$ cat src/rtl/impl_monitor_pkg.sv
package impl_monitor_pkg;
  typedef enum logic [1:0] {
    MON_WAIT  = 2'd0,
    MON_CHECK = 2'd1,
    MON_FAIL  = 2'd2
  } mon_state_e;

  localparam int unsigned NUM_CNT = 3;
  localparam int unsigned IDX_OCC  = 0;
  localparam int unsigned IDX_ANTE = 1;
  localparam int unsigned IDX_CONS = 2;
endpackage

$ cat src/rtl/impl_monitor_fsm.sv
module impl_monitor_fsm
  import impl_monitor_pkg::*;
(
  input  logic       clk,
  input  logic       rst,
  input  logic       ante_i,
  input  logic       cons_i,
  output mon_state_e state_o,
  output logic       ev_occ_o,
  output logic       ev_ante_o,
  output logic       ev_cons_o,
  output logic       enter_fail_o
);
  mon_state_e state_q, state_d;

  always_comb begin
    state_d = state_q;
    unique case (state_q)
      MON_WAIT:  state_d = ante_i ? MON_CHECK : MON_WAIT;
      MON_CHECK: begin
        if (!cons_i)     state_d = MON_FAIL;
        else if (ante_i) state_d = MON_CHECK;
        else             state_d = MON_WAIT;
      end
      MON_FAIL:  state_d = MON_FAIL;
      default:   state_d = MON_WAIT;
    endcase
  end

  always_ff @(posedge clk) begin
    if (rst) state_q <= MON_WAIT;
    else     state_q <= state_d;
  end

  // Transition-based events, evaluated on the current state and inputs
  always_comb begin
    ev_occ_o     = (state_q == MON_CHECK) && cons_i;
    ev_cons_o    = (state_q == MON_CHECK) && cons_i;
    ev_ante_o    = ante_i && ((state_q == MON_WAIT) ||
                              ((state_q == MON_CHECK) && cons_i));
    enter_fail_o = (state_q == MON_CHECK) && !cons_i;
  end

  assign state_o = state_q;

  AST_WAIT_HOLD: assert property (@(posedge clk) disable iff (rst)
    (state_q == MON_WAIT && !ante_i) |=> (state_q == MON_WAIT));
  AST_ENTER_CHECK: assert property (@(posedge clk) disable iff (rst)
    (state_q == MON_WAIT && ante_i) |=> (state_q == MON_CHECK));
  AST_FAIL_ABSORB: assert property (@(posedge clk) disable iff (rst)
    (state_q == MON_FAIL) |=> (state_q == MON_FAIL));
endmodule

$ cat src/rtl/impl_sat_counter.sv
module impl_sat_counter #(
  parameter int unsigned CNT_W = 32
) (
  input  logic             clk,
  input  logic             rst,
  input  logic             en_i,
  input  logic             ev_i,
  output logic [CNT_W-1:0] cnt_o
);
  localparam logic [CNT_W-1:0] CNT_MAX = {CNT_W{1'b1}};

  logic [CNT_W-1:0] cnt_q;

  always_ff @(posedge clk) begin
    if (rst)                             cnt_q <= '0;
    else if (en_i && ev_i && cnt_q != CNT_MAX) cnt_q <= cnt_q + 1'b1;
  end

  assign cnt_o = cnt_q;

  AST_NO_WRAP: assert property (@(posedge clk) disable iff (rst)
    (cnt_q == CNT_MAX) |=> (cnt_q == CNT_MAX));
  AST_EN_HOLD: assert property (@(posedge clk) disable iff (rst)
    (!en_i) |=> $stable(cnt_q));
  AST_NO_EVENT_HOLD: assert property (@(posedge clk) disable iff (rst)
    (!ev_i) |=> $stable(cnt_q));
endmodule

$ cat src/rtl/impl_monitor.sv
module impl_monitor
  import impl_monitor_pkg::*;
#(
  parameter int unsigned CNT_W = 32
) (
  input  logic             clk,
  input  logic             rst,
  input  logic             cnt_en_i,
  input  logic             ante_i,
  input  logic             cons_i,
  output logic [1:0]       state_o,
  output logic             fail_o,
  output logic             err_o,
  output logic [CNT_W-1:0] cnt_occ_o,
  output logic [CNT_W-1:0] cnt_ante_o,
  output logic [CNT_W-1:0] cnt_cons_o
);
  mon_state_e           state;
  logic                 ev_occ, ev_ante, ev_cons, enter_fail;
  logic [NUM_CNT-1:0]   ev_vec;
  logic [CNT_W-1:0]     cnt_arr [NUM_CNT];
  logic                 fail_q, err_q;

  impl_monitor_fsm u_fsm (
    .clk          (clk),
    .rst          (rst),
    .ante_i       (ante_i),
    .cons_i       (cons_i),
    .state_o      (state),
    .ev_occ_o     (ev_occ),
    .ev_ante_o    (ev_ante),
    .ev_cons_o    (ev_cons),
    .enter_fail_o (enter_fail)
  );

  always_comb begin
    ev_vec           = '0;
    ev_vec[IDX_OCC]  = ev_occ;
    ev_vec[IDX_ANTE] = ev_ante;
    ev_vec[IDX_CONS] = ev_cons;
  end

  for (genvar g = 0; g < NUM_CNT; g++) begin : g_cnt
    impl_sat_counter #(.CNT_W(CNT_W)) u_cnt (
      .clk   (clk),
      .rst   (rst),
      .en_i  (cnt_en_i),
      .ev_i  (ev_vec[g]),
      .cnt_o (cnt_arr[g])
    );
  end

  always_ff @(posedge clk) begin
    if (rst) begin
      fail_q <= 1'b0;
      err_q  <= 1'b0;
    end else begin
      fail_q <= enter_fail;
      err_q  <= err_q | enter_fail;
    end
  end

  assign state_o    = state;
  assign fail_o     = fail_q;
  assign err_o      = err_q;
  assign cnt_occ_o  = cnt_arr[IDX_OCC];
  assign cnt_ante_o = cnt_arr[IDX_ANTE];
  assign cnt_cons_o = cnt_arr[IDX_CONS];

  AST_FAIL_ONE_CYCLE: assert property (@(posedge clk) disable iff (rst)
    fail_o |=> !fail_o);
  AST_ERR_STICKY: assert property (@(posedge clk) disable iff (rst)
    err_o |=> err_o);
  AST_FAIL_IN_FAIL: assert property (@(posedge clk) disable iff (rst)
    fail_o |-> (state_o == 2'd2));
endmodule

$ cat config.mk
export PLATFORM = sky130hd
export DESIGN_NAME = impl_monitor
export DESIGN_NICKNAME = d
export VERILOG_FILES = /design/src/rtl/impl_monitor_pkg.sv /design/src/rtl/impl_monitor_fsm.sv /design/src/rtl/impl_sat_counter.sv /design/src/rtl/impl_monitor.sv
export SDC_FILE = /design/constraint.sdc
export NUM_CORES = 1
export LEC_CHECK = 0
export ABC_AREA = 1
export BUFFER_PORTS_ARGS = -buffer_cell sky130_fd_sc_hd__buf_2
export CAP_MARGIN = 20
export CORE_ASPECT_RATIO = 1.1
export CORE_MARGIN = 5
export CORE_UTILIZATION = 30
export CTS_BUF_LIST = sky130_fd_sc_hd__clkbuf_16
export DETAILED_ROUTE_END_ITERATION = 6
export GPL_TIMING_DRIVEN = 0
export PLACE_DENSITY_LB_ADDON = 0.05
export SKIP_CTS_REPAIR_TIMING = 1
export SLEW_MARGIN = 20
export SYNTH_ARGS = -nofsm -noshare
export SYNTH_HDL_FRONTEND = slang
export SYNTH_SLANG_ARGS = --single-unit
$ cat constraint.sdc
create_clock -name clk -period 4 [get_ports clk]
set_input_delay 0.8 -clock clk [delete_from_list [all_inputs] [get_ports clk]]
set_output_delay 0.8 -clock clk [all_outputs]
set_load 0.005 [all_outputs]
==> impl_metrics.csv <==
group,metric,value,unit
status,status,"finished clean",
critical_path,critPathMaxFanout,10,
logic_synthesis,synthCells,975,
global_routing,grt_pass1_wl,32.6,mm
sta,hold_viol_final,0,
logic_synthesis,ys_warn_count,0,
clock_network,cts.reportedPaths.clkPinSlew,0.07,ns
critical_path,cp.arrival,2.40,ns
sta,period_needed,2.10,ns
critical_path,crit_required,4.30,ns
route,drt_iter0_drc,365,
logic_synthesis,synth_seq_cells,100,
route,drc,0,
die,num_rows,54,
clock_network,root_buffer,"clkbuf_16",
critical_path,slowest_delay,0.51,ns
critical_path,path_class,"primary input to flip-flop",
critical_path,cp_slowest_cell,"clkbuf_1",
sta,fin_worst_skew,0.0115,ns
global_routing,grt_pass1_vias,6134,
hold_path,hp-class,"flip-flop to flip-flop",
global_routing,grt_max_degree,16,
layout,drive_above_1_share,15.9,%
logic_synthesis,synth_top_family_by_area,"simple AND/OR/NAND/NOR gates",
clock_network,numCtsBuffers,9,
logic_synthesis,synth_area,6000,um2
die,initial_core_util,30.4,%
route,wire_per_inst,15.0,um
logic_synthesis,synth-simple-area-share,47.9,%
global_routing,track_usage,18.0,%
sta,fin_setup_tns,0,ns
critical_path,start_kind,"primary input",
logic_synthesis,synth_cell_types,32,
sta,tightest_slew,0.631,ns
sta,max_freq,0.475,GHz
logic_synthesis,synth_edf_count,0,
global_routing,antenna_found_initial,0,
logic_synthesis,synth-adder-area-share,0.626,%
logic_synthesis,synth_top_flop_cell,"dfxtp_1",
sta,rsz0062_at_grt,"false",
sta,drv_slew,0,
route,num_vias,6305,
logic_synthesis,synth_compound_area_share,6.53,%
clock_network,clkSinkCount,100,
route,wl,20.1,mm
job,maxCapViolations,0,
route,postRouteAntennaNets,0,
logic_synthesis,ys_async_sr_fraction,0,%
sta,finalCritPeriodShare,52.6,%
placed_design,dp_hpwl,15.4,mm
clock_network,clock_latency,0.35,ns
sta,relSlewSlack,57.9,%
layout,finish.utilization,36.2,%
logic_synthesis,syn_nets,983,
placed_design,io_buffers,103,
power,power_density,285,nW/um2
logic_synthesis,ys_seq_area_share,33.4,%
sta,setup_viol,0,
route,first_pass_iters,5,
layout,syn2layout_area_growth,19.0,%
clock_network,cts_htree_levels,3,
logic_synthesis,muxShareOfSynthArea,0,%
power,leakagePower,2.96,nW
die,die_y,158,um
global_routing,overflow,0,
placed_design,finalWeightedCongestion,0.856,
critical_path,cp-end-kind,"flip-flop",
route,viasPerCell,4.68,
die,coreArea,19700,um2
layout,num-nets-final,1097,
critical_path,cp_cell_sequence,"clkbuf_1, inv_1, clkbuf_1, clkbuf_1, nand2_1, nor2_1",
logic_synthesis,synth_xor_area_share,3.21,%
power,vdd_drop_max,0.197,mV
layout,antennaDiodeCount,0,
clock_network,cts_tree,"yes",
logic_synthesis,avgSynthCellArea,6.15,um2
clock_network,clockBufferDepth,2,
die,die_area,22900,um2
critical_path,path_common_cell,"clkbuf_1",
die,pin_count,105,
die,chipWidth,145,um
-- cells in the mapped netlist, types with 4 or more instances --
library cell	number	area, um2
a21oi_1	51	255
a31oi_1	7	43.8
buf_2	9	45.0
buf_6	7	78.8
clkbuf_1	6	22.5
dfxtp_1	100	2000
inv_1	87	327
nand2_1	286	1070
nand2_2	6	37.5
nand2_4	4	45.0
nand3_1	81	405
nand3b_1	9	67.6
nand4_1	22	138
nor2_1	212	796
nor2_2	14	87.6
nor2_4	6	67.6
nor3_1	11	55.1
o21ai_0	14	70.1
xnor2_1	7	61.3
xor2_1	15	131
-- sequential cells by signal, summed over array words and instances (netlist names) --
name               count
u_fsm.state_o          2
fail_o                 1
err_o                  1
g_cnt.u_cnt.cnt_o     96
-- per-stage QoR --
step	worst slack (ns)	std cells	hold slack [ns]	instance area, um2	power (W)
2_1_floorplan	2.18	975	0.452	6000	0.00108
3_3_place_gp	1.46	1330	0.501	6830	0.00111
3_5_place_dp	1.44	1330	0.490	6830	0.00111
4_1_cts	1.81	1346	0.507	7130	0.00208
5_1_grt	1.61	1346	0.533	7130	0.00212
6_report	1.90	1346	0.501	7130	0.00204
-- critical path, delay by kind of cell --
family,cells,cell delay (ns)
buffers and inverters,4,1.37
AND/OR/NAND/NOR,2,0.22
-- metal layers --
| metal | part of all wire, % | wire length [um] | vias up | GRT usage, % |
|---|---|---|---|---|
| li1 | - | - | 3307 | - |
| met1 | 47 | 9410 | 2846 | 23.4 |
| met2 | 47 | 9440 | 125 | 30.9 |
| met3 | 4.2 | 849 | 27 | 2.13 |
| met4 | 2.2 | 435 | 0 | 6.18 |
| met5 | 0 | 0 | - | 0 |
-- kinds of logic (layout without fill, tap and decap cells) --
group / count (synthesis) / count (layout)
flip-flops: 100 / 100
adder cells (fa/ha/maj): 3 / 3
XOR/XNOR: 22 / 22
buffers and inverters: 115 / 234
AO/OA/AOI/OAI: 75 / 75
AND/OR/NAND/NOR: 660 / 660
-- report_power, final --
part            total, W  switching (W)  leakage, nW  internal (W)
Sequential       0.00101     0.00000776        0.806       0.00100
Combinational  0.0000791      0.0000548         2.00     0.0000243
Clock           0.000948       0.000407        0.152      0.000541
Total            0.00204       0.000470         2.96       0.00157
-- cell usage in the layout (no fill, tap or decap), types with 3 or more instances in the layout --
cell / Yosys / layout
nand3b_1: 9 / 9
a31oi_1: 7 / 7
nand3_1: 81 / 81
nand2_2: 6 / 6
nor2_4: 6 / 6
inv_1: 87 / 87
a21oi_1: 51 / 51
xnor2_1: 7 / 7
buf_6: 7 / 7
xor2_1: 15 / 15
o21ai_0: 14 / 14
nand2_1: 286 / 286
clkinv_1: 0 / 3
buf_2: 9 / 112
nor2_1: 212 / 212
nand2_4: 4 / 4
clkbuf_1: 6 / 6
nor2_2: 14 / 14
nor3_1: 11 / 11
dfxtp_1: 100 / 100
ha_1: 3 / 3
nand3_2: 3 / 3
clkbuf_16: 0 / 9
nand4_1: 22 / 22
-- final cells by class --
cell class | count | area, um2
repair buffers | 103 | 515
clock buffers | 9 | 225
multi-input cells | 760 | 3490
well taps | 252 | 315
fillers | 2245 | 12600
clock inverters | 7 | 81.3
inverters | 89 | 334
flip-flops and latches | 100 | 2000
plain buffers | 26 | 169
-- final timing paths --
path	startpoint	end	slack (ns)	cells after the start
worst max-delay path	rst	g_cnt[1].u_cnt.cnt_o[15]	1.90	6
worst min-delay path	err_o	err_o	0.50	2
worst max register to register	g_cnt[0].u_cnt.cnt_o[0]	g_cnt[0].u_cnt.cnt_o[10]	2.05	11
worst min register to register	err_o	err_o	0.50	2
(Power assumes the default switching activity.)
